`src/rtl/fwh_pkg.sv`:
```
package fwh_pkg;

  localparam logic [3:0] START_NIB = 4'b1110;
  localparam logic [3:0] SYNC_NIB  = 4'b0000;
  localparam logic [3:0] TAR_NIB   = 4'b1111;

  typedef enum logic [3:0] {
    PH_IDLE,
    PH_ID,
    PH_ADDR,
    PH_SIZE,
    PH_DATA,
    PH_HTAR,
    PH_OWN,
    PH_SYNC,
    PH_TTAR
  } phase_t;

  // Legal size codes are 0 .. n_codes-1 (each doubles the byte count)
  function automatic logic size_code_ok(input logic [3:0] code, input int n_codes);
    return int'(code) < n_codes;
  endfunction

  function automatic int size_code_bytes(input logic [3:0] code);
    return 1 << code;
  endfunction

  // Two nibbles per byte
  function automatic int data_nibbles(input int bytes);
    return 2 * bytes;
  endfunction

  // In memory space only the low bits and the space selector survive
  function automatic logic bit_kept_in_mem(input int idx, input int keep_lsbs, input int sel_bit);
    return (idx < keep_lsbs) || (idx == sel_bit);
  endfunction

endpackage

```
`src/rtl/fwh_phase_fsm.sv`:
```
module fwh_phase_fsm
  import fwh_pkg::*;
#(
  parameter int ADDR_NIBS = 7,
  parameter int MAX_BYTES = 4,
  parameter int CNT_W     = 4,
  parameter int BYTES_W   = 3
) (
  input  logic               clk,
  input  logic               rst_n,
  input  logic               frame_n,
  input  logic [3:0]         nib_in,
  input  logic [3:0]         strap_id,
  output phase_t             phase_o,
  output logic [CNT_W-1:0]   cnt_o,
  output logic [BYTES_W-1:0] bytes_o,
  output logic               ev_start_o,
  output logic               ev_id_miss_o,
  output logic               ev_bad_size_o,
  output logic               ev_abort_o
);

  localparam int SIZE_CODES = $clog2(MAX_BYTES) + 1;

  phase_t             phase_q, phase_d;
  logic [CNT_W-1:0]   cnt_q, cnt_d;
  logic [BYTES_W-1:0] bytes_q, bytes_d;
  logic [CNT_W-1:0]   data_last;
  logic               ev_start, ev_id_miss, ev_bad_size, ev_abort;

  assign data_last = CNT_W'(data_nibbles(int'(bytes_q)) - 1);

  always_comb begin
    phase_d     = phase_q;
    cnt_d       = cnt_q;
    bytes_d     = bytes_q;
    ev_id_miss  = 1'b0;
    ev_bad_size = 1'b0;
    ev_start    = !frame_n && (nib_in == START_NIB);
    ev_abort    = !frame_n && (phase_q != PH_IDLE);
    if (!frame_n) begin
      // strobe low: (re)start detection in any phase
      phase_d = ev_start ? PH_ID : PH_IDLE;
      cnt_d   = '0;
    end else begin
      unique case (phase_q)
        PH_IDLE: phase_d = PH_IDLE;
        PH_ID: begin
          if (nib_in == strap_id) begin
            phase_d = PH_ADDR;
            cnt_d   = '0;
          end else begin
            ev_id_miss = 1'b1;
            phase_d    = PH_IDLE;
          end
        end
        PH_ADDR: begin
          if (cnt_q == CNT_W'(ADDR_NIBS - 1)) begin
            phase_d = PH_SIZE;
            cnt_d   = '0;
          end else begin
            cnt_d = cnt_q + 1'b1;
          end
        end
        PH_SIZE: begin
          if (size_code_ok(nib_in, SIZE_CODES)) begin
            phase_d = PH_DATA;
            bytes_d = BYTES_W'(size_code_bytes(nib_in));
            cnt_d   = '0;
          end else begin
            ev_bad_size = 1'b1;
            phase_d     = PH_IDLE;
          end
        end
        PH_DATA: begin
          if (cnt_q == data_last) begin
            phase_d = PH_HTAR;
            cnt_d   = '0;
          end else begin
            cnt_d = cnt_q + 1'b1;
          end
        end
        PH_HTAR: phase_d = PH_OWN;
        PH_OWN:  phase_d = PH_SYNC;
        PH_SYNC: phase_d = PH_TTAR;
        PH_TTAR: phase_d = PH_IDLE;
        default: phase_d = PH_IDLE;
      endcase
    end
  end

  always_ff @(posedge clk or negedge rst_n) begin
    if (!rst_n) begin
      phase_q <= PH_IDLE;
      cnt_q   <= '0;
      bytes_q <= '0;
    end else begin
      phase_q <= phase_d;
      cnt_q   <= cnt_d;
      bytes_q <= bytes_d;
    end
  end

  assign phase_o       = phase_q;
  assign cnt_o         = cnt_q;
  assign bytes_o       = bytes_q;
  assign ev_start_o    = ev_start;
  assign ev_id_miss_o  = ev_id_miss;
  assign ev_bad_size_o = ev_bad_size;
  assign ev_abort_o    = ev_abort;

endmodule

```
`src/rtl/fwh_addr_capture.sv`:
```
module fwh_addr_capture
  import fwh_pkg::*;
#(
  parameter int ADDR_NIBS     = 7,
  parameter int MEM_BIT       = 22,
  parameter int MEM_KEEP_LSBS = 19,
  parameter int ADDR_W        = 4 * ADDR_NIBS
) (
  input  logic              clk,
  input  logic              rst_n,
  input  logic              clr,
  input  logic              shift_en,
  input  logic [3:0]        nib_in,
  output logic [ADDR_W-1:0] addr_o,
  output logic              is_mem_o
);

  logic [ADDR_W-1:0] raw_q;

  // most significant nibble arrives first: shift left, new nibble at bottom
  always_ff @(posedge clk or negedge rst_n) begin
    if (!rst_n)        raw_q <= '0;
    else if (clr)      raw_q <= '0;
    else if (shift_en) raw_q <= {raw_q[ADDR_W-5:0], nib_in};
  end

  assign is_mem_o = raw_q[MEM_BIT];

  for (genvar b = 0; b < ADDR_W; b++) begin : g_mask
    if (bit_kept_in_mem(b, MEM_KEEP_LSBS, MEM_BIT)) begin : g_keep
      assign addr_o[b] = raw_q[b];
    end else begin : g_dc
      assign addr_o[b] = raw_q[b] & ~raw_q[MEM_BIT];
    end
  end

endmodule

```
`src/rtl/fwh_data_capture.sv`:
```
module fwh_data_capture #(
  parameter int MAX_BYTES = 4,
  parameter int CNT_W     = 4,
  parameter int DATA_W    = 8 * MAX_BYTES
) (
  input  logic              clk,
  input  logic              rst_n,
  input  logic              clr,
  input  logic              wr_en,
  input  logic [CNT_W-1:0]  idx,
  input  logic [3:0]        nib_in,
  output logic [DATA_W-1:0] data_o
);

  localparam int NIBS = 2 * MAX_BYTES;

  // nibble k of the data phase lands at bits 4k+3:4k (low nibble first,
  // bytes ascending), so each slot has a fixed position
  for (genvar k = 0; k < NIBS; k++) begin : g_slot
    logic [3:0] slot_q;
    always_ff @(posedge clk or negedge rst_n) begin
      if (!rst_n)                            slot_q <= '0;
      else if (clr)                          slot_q <= '0;
      else if (wr_en && idx == CNT_W'(k))    slot_q <= nib_in;
    end
    assign data_o[4*k +: 4] = slot_q;
  end

endmodule

```
`src/rtl/fwh_bus_drive.sv`:
```
module fwh_bus_drive
  import fwh_pkg::*;
(
  input  phase_t     phase,
  output logic [3:0] nib_out,
  output logic       nib_oe,
  output logic       wr_req
);

  always_comb begin
    nib_oe  = 1'b0;
    nib_out = TAR_NIB;
    wr_req  = 1'b0;
    unique case (phase)
      PH_OWN:  nib_oe = 1'b1;
      PH_SYNC: begin
        nib_oe  = 1'b1;
        nib_out = SYNC_NIB;
        wr_req  = 1'b1;
      end
      PH_TTAR: nib_oe = 1'b1;
      default: nib_oe = 1'b0;
    endcase
  end

endmodule

```
`src/rtl/fwh_write_target.sv`:
```
module fwh_write_target
  import fwh_pkg::*;
#(
  parameter int ADDR_NIBS     = 7,
  parameter int MAX_BYTES     = 4,
  parameter int MEM_BIT       = 22,
  parameter int MEM_KEEP_LSBS = 19
) (
  input  logic                             clk,
  input  logic                             rst_n,
  input  logic                             frame_n,
  input  logic [3:0]                       nib_in,
  input  logic [3:0]                       strap_id,
  output logic [3:0]                       nib_out,
  output logic                             nib_oe,
  output logic                             wr_req,
  output logic [4*ADDR_NIBS-1:0]           wr_addr,
  output logic [$clog2(MAX_BYTES+1)-1:0]   wr_bytes,
  output logic [8*MAX_BYTES-1:0]           wr_data,
  output logic                             wr_is_mem
);

  localparam int ADDR_W  = 4 * ADDR_NIBS;
  localparam int DATA_W  = 8 * MAX_BYTES;
  localparam int BYTES_W = $clog2(MAX_BYTES + 1);
  localparam int CNT_MAX = (ADDR_NIBS > 2 * MAX_BYTES) ? ADDR_NIBS : 2 * MAX_BYTES;
  localparam int CNT_W   = $clog2(CNT_MAX + 1);

  // named internal events, visible to the bound checker
  phase_t             phase_q;
  logic [CNT_W-1:0]   cnt_q;
  logic               ev_start;
  logic               ev_id_miss;
  logic               ev_bad_size;
  logic               ev_abort;
  logic               addr_shift;
  logic               data_load;

  fwh_phase_fsm #(
    .ADDR_NIBS(ADDR_NIBS),
    .MAX_BYTES(MAX_BYTES),
    .CNT_W    (CNT_W),
    .BYTES_W  (BYTES_W)
  ) u_fsm (
    .clk          (clk),
    .rst_n        (rst_n),
    .frame_n      (frame_n),
    .nib_in       (nib_in),
    .strap_id     (strap_id),
    .phase_o      (phase_q),
    .cnt_o        (cnt_q),
    .bytes_o      (wr_bytes),
    .ev_start_o   (ev_start),
    .ev_id_miss_o (ev_id_miss),
    .ev_bad_size_o(ev_bad_size),
    .ev_abort_o   (ev_abort)
  );

  assign addr_shift = frame_n && (phase_q == PH_ADDR);
  assign data_load  = frame_n && (phase_q == PH_DATA);

  fwh_addr_capture #(
    .ADDR_NIBS    (ADDR_NIBS),
    .MEM_BIT      (MEM_BIT),
    .MEM_KEEP_LSBS(MEM_KEEP_LSBS),
    .ADDR_W       (ADDR_W)
  ) u_addr (
    .clk     (clk),
    .rst_n   (rst_n),
    .clr     (ev_start),
    .shift_en(addr_shift),
    .nib_in  (nib_in),
    .addr_o  (wr_addr),
    .is_mem_o(wr_is_mem)
  );

  fwh_data_capture #(
    .MAX_BYTES(MAX_BYTES),
    .CNT_W    (CNT_W),
    .DATA_W   (DATA_W)
  ) u_data (
    .clk   (clk),
    .rst_n (rst_n),
    .clr   (ev_start),
    .wr_en (data_load),
    .idx   (cnt_q),
    .nib_in(nib_in),
    .data_o(wr_data)
  );

  fwh_bus_drive u_drive (
    .phase  (phase_q),
    .nib_out(nib_out),
    .nib_oe (nib_oe),
    .wr_req (wr_req)
  );

endmodule

```
`config.mk`:
```
export PLATFORM = sky130hd
export DESIGN_NAME = fwh_write_target
export DESIGN_NICKNAME = d
export VERILOG_FILES = /design/src/rtl/fwh_pkg.sv /design/src/rtl/fwh_phase_fsm.sv /design/src/rtl/fwh_addr_capture.sv /design/src/rtl/fwh_data_capture.sv /design/src/rtl/fwh_bus_drive.sv /design/src/rtl/fwh_write_target.sv
export SDC_FILE = /design/constraint.sdc
export NUM_CORES = 1
export LEC_CHECK = 0
export BUFFER_PORTS_ARGS = -buffer_cell sky130_fd_sc_hd__buf_4
export CAP_MARGIN = 20
export CELL_PAD_IN_SITES_DETAIL_PLACEMENT = 0
export CELL_PAD_IN_SITES_GLOBAL_PLACEMENT = 1
export CORE_ASPECT_RATIO = 1.75
export CORE_MARGIN = 2
export CORE_UTILIZATION = 35
export CTS_CLUSTER_DIAMETER = 200
export CTS_CLUSTER_SIZE = 40
export DETAILED_ROUTE_END_ITERATION = 7
export GPL_TIMING_DRIVEN = 0
export PLACE_DENSITY_LB_ADDON = 0.1
export SYNTH_ARGS = -nofsm -noshare
export SYNTH_HDL_FRONTEND = slang
export SYNTH_HIERARCHICAL = 1
export SYNTH_SLANG_ARGS = --single-unit
```
`constraint.sdc`:
```
create_clock -name clk -period 2.9 [get_ports clk]
set_clock_uncertainty 0.1 [all_clocks]
set_input_delay 0.58 -clock clk [delete_from_list [all_inputs] [get_ports clk]]
set_output_delay 0.58 -clock clk [all_outputs]
set_load 0.02 [all_outputs]
```
==> Word-level counts from Yosys, hierarchy flattened <==
Cells that the tools add are included.
{ "classes": {"add_sub_neg": 2, "n_mul": 0, "div_mod_pow": 0, "magnitude_cmp": 1, "eq_ne": 23, "shifts": 1, "muxes": 34, "n_bitwise": 9, "reduce_logical": 26} }
{ "op_table": {"columns": ["operator", "n"], "rows": [
  ["2-to-1 mux 4 bit", 25],
  ["2-to-1 mux 28 bit", 2],
  ["== test 4 x 3 -> 1 bit (second input constant)", 8],
  ["case mux 4 bit (7 select lines)", 1],
  ["nonzero test 2 bit", 9],
  ["== test 4 x 2 -> 1 bit (second input constant)", 4],
  ["case mux 4 bit (4 select lines)", 1],
  ["inequality test 3 x 2 -> 1 bit (second input constant)", 4],
  ["logical AND 1 bit", 11],
  ["AND 1 bit", 8],
  ["== test 4 x 1 -> 1 bit (second input constant)", 2],
  ["== test 4 bit", 2],
  ["== test 4 bit (second input constant)", 2],
  ["AND reduction 3 bit", 2],
  ["inequality test 5 x 1 -> 1 bit (second input constant)", 1],
  ["adder 4 x 1 -> 4 bit (second input constant)", 1],
  ["zero test 4 bit", 1],
  ["< comparator 4 x 2 -> 1 bit (second input constant)", 1],
  ["<< shifter 1 x 4 -> 3 bit (first input constant)", 1],
  ["subtractor 4 x 1 -> 4 bit (second input constant)", 1],
  ["2-to-1 mux 1 bit", 3],
  ["2-to-1 mux 3 bit", 1],
  ["OR reduction 3 bit", 1],
  ["2-to-1 mux 2 bit", 1],
  ["3 further kinds", 3]
]} }
{ "word_totals": {"ff_bits": 71, "latch_bits": 0, "ramBits": 0, "rom_bits": 0, "input_bits": 11, "elab_cells": 108, "memories": 0} }

==> Logic depth before layout (Yosys ltp) <==
Gate-level depths: netlist of the first run.
{ "logic_depth": {"word_depth": 5, "mapped_depth": 6, "depth_no_buf": 6} }

==> Cells and area by module <==
The synthesis of the first run kept the hierarchy.
{ "by_module_without_submodules": {"columns": ["module", "instances", "cells_per_inst", "area_each_um2"], "rows": [
  ["fwh_data_capture", 1, 120, 1450.1],
  ["fwh_addr_capture", 1, 118, 1368.8],
  ["fwh_phase_fsm", 1, 82, 757.0],
  ["fwh_bus_drive", 1, 8, 53.8],
  ["fwh_write_target", 1, 3, 33.8]
]} }

==> Worst setup path after synthesis of the first run <==
Ideal clock, no wire load.
{ "synth_timing": {"path_kind": "register to register", "from": "reg u_fsm.bytes_q[0], in the netlist u_fsm/bytes_o[0]", "to": "reg u_fsm.cnt_q[2], in the netlist u_fsm/cnt_o[2]", "setup_time_ns": 0.143, "arrival_time_ns": 1.866, "required_ns": 2.657, "path_slack_ns": 0.791, "stages_incl_launch_ff": 7, "path_buffers": 0, "period_less_slack_ns": 2.109, "cell_sequence": "dfrtp_1 -> inv_1 -> ha_1 -> xor3_1 -> o41a_1 -> o21ai_1 -> o221ai_1"} }
{ "synth_between": {"elab_chain_len": 5} }
{ "synth_lines": {"columns": ["element", "line_no", "text"], "rows": [
  ["start: declaration", "fwh_phase_fsm.sv:27", "logic [BYTES_W-1:0] bytes_q, bytes_d;"],
  ["start signal: assignment", "fwh_phase_fsm.sv:100", "bytes_q <= bytes_d;"],
  ["subtractor 4 x 1 -> 4 bit", "fwh_phase_fsm.sv:31", "assign data_last = CNT_W'(data_nibbles(int'(bytes_q)) - 1);"],
  ["== test 4 bit", "fwh_phase_fsm.sv:76", "if (cnt_q == data_last) begin"],
  ["2-to-1 mux 4 bit", "fwh_phase_fsm.sv:76", null],
  ["case mux 4 bit (4 select lines)", "fwh_phase_fsm.sv:46", "unique case (phase_q)"],
  ["2-to-1 mux 4 bit", "fwh_phase_fsm.sv:41", "if (!frame_n) begin"],
  ["end signal: assignment", "fwh_phase_fsm.sv:99", "cnt_q <= cnt_d;"],
  ["end: declaration", "fwh_phase_fsm.sv:26", "logic [CNT_W-1:0] cnt_q, cnt_d;"]
]} }
Every way passes these cells.
A chain may end at the register's enable or synchronous reset.

==> Worst setup path in the final report of the first run <==
{ "layout_timing": {"from": "reg u_fsm.phase_q[0], in the netlist u_fsm/phase_o[0]", "to": "reg u_data.g_slot[3].slot_q[0]"} }
{ "layout_between": {"elab_chain_len": 4} }
{ "layout_lines": {"columns": ["element", "line_no", "text"], "rows": [
  ["start: declaration", "fwh_phase_fsm.sv:25", "phase_t phase_q, phase_d;"],
  ["start signal: assignment", "fwh_phase_fsm.sv:98", "phase_q <= phase_d;"],
  ["== test 4 x 3 -> 1 bit", "fwh_write_target.sv:60", "assign data_load = frame_n && (phase_q == PH_DATA);"],
  ["logical AND 1 bit", "fwh_write_target.sv:60", null],
  ["via data_load", "fwh_write_target.sv:37", "logic data_load;"],
  ["logical AND 1 bit", "fwh_data_capture.sv:24", "else if (wr_en && idx == CNT_W'(k)) slot_q <= nib_in;"],
  ["nonzero test 2 bit (no source line)", null, null],
  ["end signal: assignment", "fwh_data_capture.sv:24", null],
  ["end: declaration", "fwh_data_capture.sv:20", "logic [3:0] slot_q;"]
]} }
The timed path passes the listed nets, and every way through them passes these cells.

==> results.sh, run 1 <==
export IMPL_status="complete, no violations"
export IMPL_gr_max_usage_layer="met2"
export IMPL_cap_viol_max_count=0
export IMPL_rsz0062_at_grt="no"
export IMPL_area_growth_pct=28.4
export IMPL_cts_resized=0
export IMPL_chipWidth_um=81.2
export IMPL_dpl_hpwl_mm=6.24
export IMPL_met2_usage=0.278
export IMPL_drc=0
export IMPL_post_route_period_util=0.802
export IMPL_syn_area_per_cell_um2=11.1
export IMPL_wl_per_cell_um=15.7
export IMPL_crit_required_ns=2.99
export IMPL_fill_cells=1018
export IMPL_holdWs_ns=0.287
export IMPL_cts_root_buf="clkbuf_16"
export IMPL_clk_latency_ns=0.33
export IMPL_multiInputGateArea_um2=1540
export IMPL_finalMaxSlewViolations=0
export IMPL_r2r_setup_slack_ns=0.57
export IMPL_setup_viol=0
export IMPL_grt_max_degree=72
export IMPL_synth_nets=342
export IMPL_gr_total_overflow=0
export IMPL_cp_max_fo=10
export IMPL_ioPinCount=81
export IMPL_synthCells=328
export IMPL_worstMarginPinSlew_ns=0.918
export IMPL_grt_pass1_wl_mm=13.7
export IMPL_grt_usage=0.160
export IMPL_rows=49
export IMPL_synth_warnings=6
export IMPL_syn_area_um2=3650
export IMPL_min_path_type="in -> async"
export IMPL_start_util=0.356
export IMPL_die_area_um2=11300
export IMPL_post_route_min_period_ns=2.33
export IMPL_hold_viol_final=0
export IMPL_grt_pass1_vias=2661
export IMPL_crit_type="reg -> reg"
export IMPL_worst_setup_path_end_kind="register"
export IMPL_use_met3=0.0410
export IMPL_max_slew_margin=0.388
export IMPL_clk_pin_slew_worst_paths_ns=0.06
export IMPL_p_total_mw=2.11
export IMPL_clk_path_buf_depth=2
export IMPL_power_density_nw_per_um2=451
export IMPL_core_area_um2=10200
export IMPL_cp_arrival_ns=2.41
export IMPL_finalCoreUtilization=0.457
export IMPL_cts_setup_buffers=0
export IMPL_first_iter_violations=118
export IMPL_drive_above_1_share=0.314
export IMPL_regArea_um2=1780
export IMPL_use_met1=0.185
export IMPL_fin_tns_setup_ns=0
export IMPL_grt_antenna_before_repair=0
export IMPL_fmax_ghz=0.430
export IMPL_routed_wirelength_mm=8.64
export IMPL_port_buffers=80
export IMPL_power_leakage_nw=2.44
export IMPL_gp_congestion=0.805
export IMPL_dr_pass1_iters=4
export IMPL_vdd_ir_drop_max_uv=316
export IMPL_num_vias=2592
export IMPL_dpl_instance_area_um2=4410
export IMPL_via_per_inst=4.70
export IMPL_die_h_um=139
export IMPL_ant_nets=0
export IMPL_htree_levels=3
export IMPL_numCtsBuffers=9
export IMPL_diodes=0
export IMPL_clkSinkCount=71
export IMPL_startpoint_type="register"
export IMPL_cts_tree="yes"
export IMPL_nets=433
export IMPL_final_area_um2=4680
export IMPL_cts_hold_buffers=0
[layout make-up]
| cell class | count | share of cell area |
|---|---|---|
| buffer | 39 | 0.0639 |
| clock buffer | 10 | 0.0510 |
| clock inverter | 6 | 0.00775 |
| inverter | 8 | 0.00641 |
| multi-input combinational | 210 | 0.329 |
| sequential | 71 | 0.379 |
| tap | 127 | 0.0339 |
| timing repair buffer | 80 | 0.128 |
[worst max-delay path, stage by stage, from the launching register on]
cell and delay (ns):
dfrtp_1 0.48, or3b_1 0.46, nor3b_2 0.25, nor3b_2 0.38, nand3_1 0.31, mux2i_1 0.20
[power by group]
group          internal, mW  total [mW]  switching, mW
registers             0.996        1.00        0.00547
logic                0.0404       0.105         0.0642
clock network         0.597        1.00          0.408
[stage by stage]
| step | cells | setup WS, ns |
|---|---|---|
| 6_report | 551 | 0.573 |
| 5_1_grt | 551 | 0.406 |
| 4_1_cts | 551 | 0.523 |
| 3_5_place_dp | 535 | 0.358 |
| 3_3_place_gp | 535 | 0.376 |
| 2_1_floorplan | 328 | 0.791 |
[state kept, by name, summed over array words and instances, names as in the netlist]
register,flops
u_data/g_slot.slot_q,32
u_addr/raw_q,28
u_fsm/cnt_o,4
u_fsm/phase_o,4
u_fsm/bytes_o,3
[final timing paths]
check                            startpoint                         end  cells after the start
min in group clk           u_addr/raw_q[24]            u_addr/raw_q[24]                      2
setup reg to reg           u_fsm/phase_o[0]  u_data/g_slot[3].slot_q[0]                      5
hold reg to reg            u_addr/raw_q[24]            u_addr/raw_q[24]                      2
max in group asynchronous             rst_n  u_data/g_slot[0].slot_q[3]                      1
hold / removal                        rst_n            u_addr/raw_q[21]                      1
setup / recovery           u_fsm/phase_o[0]  u_data/g_slot[3].slot_q[0]                      5
[routing by layer]
metal / part of all wire / wire, um
met5: 0 / 0
met4: 0.011 / 91
met3: 0.046 / 396
met2: 0.54 / 4650
met1: 0.40 / 3500
[placed cells by master (no fill, tap or decap), drive strengths merged, types with 2 or more instances in the layout]
master	n
buf	109
dfrtp	71
mux2i	61
nand2b	40
nor2	37
clkbuf	20
nor2b	9
inv	8
nand2	7
xnor2	6
clkinv	5
nor3	4
a21oi	4
nor3b	4
o21ai	4
nand3	3
ha	3
and3b	2
nand4b	2
a211oi	2
o21a	2
o221ai	2
or3b	2
Power figures use the tool's default switching activity.
==> run 2: changes to the inputs <==
==> constraint.sdc (replaced) <==
create_clock -name clk -period 2 [get_ports clk]
set_clock_uncertainty 0.1 [all_clocks]
set_input_delay 0.4 -clock clk [delete_from_list [all_inputs] [get_ports clk]]
set_output_delay 0.4 -clock clk [all_outputs]
set_load 0.02 [all_outputs]
==> results.sh, run 2 (same netlist as run 1, synthesis figures left out) <==
export IMPL_status="finished with violations"
export IMPL_violations="setup timing"
export IMPL_rows=49
export IMPL_cap_viol_max_count=0
export IMPL_largest_reg_flops=32
export IMPL_finalMaxSlewViolations=0
export IMPL_final_area_um2=4950
export IMPL_num_vias=2665
export IMPL_rsz0062_at_grt="yes"
export IMPL_via_per_inst=4.73
export IMPL_final_common_cell="buf_4"
export IMPL_nets=446
export IMPL_drive_above_1_share=0.368
export IMPL_power_density_nw_per_um2=703
export IMPL_core_area_um2=10200
export IMPL_worst_setup_path_end_kind="register"
export IMPL_post_route_period_util=1.03
export IMPL_start_util=0.356
export IMPL_routed_wirelength_mm=8.57
export IMPL_clk_latency_ns=0.33
export IMPL_clk_path_buf_depth=2
export IMPL_ant_nets=0
export IMPL_worst_slack_ns=-0.0568
export IMPL_vdd_ir_drop_max_uv=441
export IMPL_first_iter_violations=78
export IMPL_die_h_um=139
export IMPL_wl_per_cell_um=15.2
export IMPL_reg_largest_list="u_data/g_slot.slot_q x32, u_addr/raw_q x28"
export IMPL_crit_required_ns=2.15
export IMPL_clk_pin_slew_worst_paths_ns=0.06
export IMPL_setup_viol=21
export IMPL_grt_antenna_before_repair=0
export IMPL_p_total_mw=3.48
export IMPL_cp_max_fo=4
export IMPL_cts_hold_buffers=0
export IMPL_diodes=0
export IMPL_cts_tree="yes"
export IMPL_cts_root_buf="clkbuf_16"
export IMPL_startpoint_type="register"
export IMPL_htree_levels=3
export IMPL_clkSinkCount=71
export IMPL_grt_usage=0.161
export IMPL_cp_arrival_ns=2.21
export IMPL_post_route_min_period_ns=2.06
export IMPL_die_area_um2=11300
export IMPL_gp_congestion=0.829
export IMPL_cp_slowest_cell="dfrtp_2"
export IMPL_grt_pass1_wl_mm=13.7
export IMPL_grt_max_degree=72
export IMPL_grt_pass1_vias=2641
export IMPL_dr_pass1_iters=6
export IMPL_drc=0
export IMPL_dpl_instance_area_um2=4410
export IMPL_crit_type="reg -> reg"
export IMPL_ioPinCount=81
export IMPL_dpl_hpwl_mm=6.18
export IMPL_gr_total_overflow=0
export IMPL_area_growth_pct=35.7
export IMPL_power_leakage_nw=2.55
export IMPL_min_path_type="in -> async"
export IMPL_most_common_layout_cells="112 x buf_4, 67 x dfrtp_1, 61 x mux2i_1"
export IMPL_chipWidth_um=81.2
export IMPL_port_buffers=80
export IMPL_critical_path_max_stage_delay_ns=0.42
export IMPL_fin_tns_setup_ns=-0.657
export IMPL_holdWs_ns=0.0934
export IMPL_dp_slack_ns=-0.389
export IMPL_fmax_ghz=0.486
export IMPL_hold_viol_final=0
export IMPL_largest_register="u_data/g_slot.slot_q"
export IMPL_max_slew_margin=0.395
export IMPL_crit_chain="or3b_4, nor3b_4, and3b_2, and3b_1, buf_6, mux2i_1"
export IMPL_worstMarginPinSlew_ns=0.907
export IMPL_numCtsBuffers=9
run 2: final timing paths:
path | from | to | slack [ns] | cells after the start
max in group asynchronous | rst_n | u_fsm/bytes_o[0] | 1.06 | 1
max reg2reg | u_fsm/phase_o[0] | u_data/g_slot[6].slot_q[0] | -0.06 | 6
min | rst_n | u_addr/raw_q[21] | 0.09 | 1
min reg2reg | u_addr/raw_q[25] | u_addr/raw_q[25] | 0.43 | 2
min in group clk | nib_in[1] | u_fsm/bytes_o[2] | 0.30 | 2
max | u_fsm/phase_o[0] | u_data/g_slot[6].slot_q[0] | -0.06 | 6
run 2: routing by layer:
layer	GRT usage	routed length, um
met3	0.0313	372
met4	0.0749	193
met5	0	0
met1	0.180	3310
met2	0.285	4690
run 2: critical path: cells and delay by family, from the launching register on:
family / cells / cell delay, ns
AND/OR/NAND/NOR: 4 / 1.15
buffers and inverters: 1 / 0.13
multiplexers: 1 / 0.18
flip-flops: 1 / 0.42
run 2: per-stage QoR:
| stage | cells | utilization |
|---|---|---|
| CTS | 561 | 0.477 |
| detailed placement | 535 | 0.431 |
| floorplan | 328 | - |
| global route | 564 | 0.484 |
| finish | 564 | 0.484 |
| global placement | 535 | 0.431 |
run 2: area by class of cell:
cell class / instances / area (um2)
plain buffers: 39 / 305
clock buffers: 11 / 253
clock inverters: 5 / 104
fillers: 983 / 5290
inverters: 8 / 30.0
multi-input cells: 210 / 1600
flip-flops and latches: 71 / 1780
well taps: 127 / 159
repair buffers: 93 / 717
run 2: power breakdown:
part	switching, mW	internal, mW	total (mW)
Combinational	0.0976	0.0631	0.161
Clock	0.585	1.28	1.87
Sequential	0.00615	1.45	1.45
run 2: repair_timing:
item,in CTS,in global routing
pin swaps,5,0
buffers inserted,10,3
endpoints found under the setup margin,57,61
resized for setup,15,9
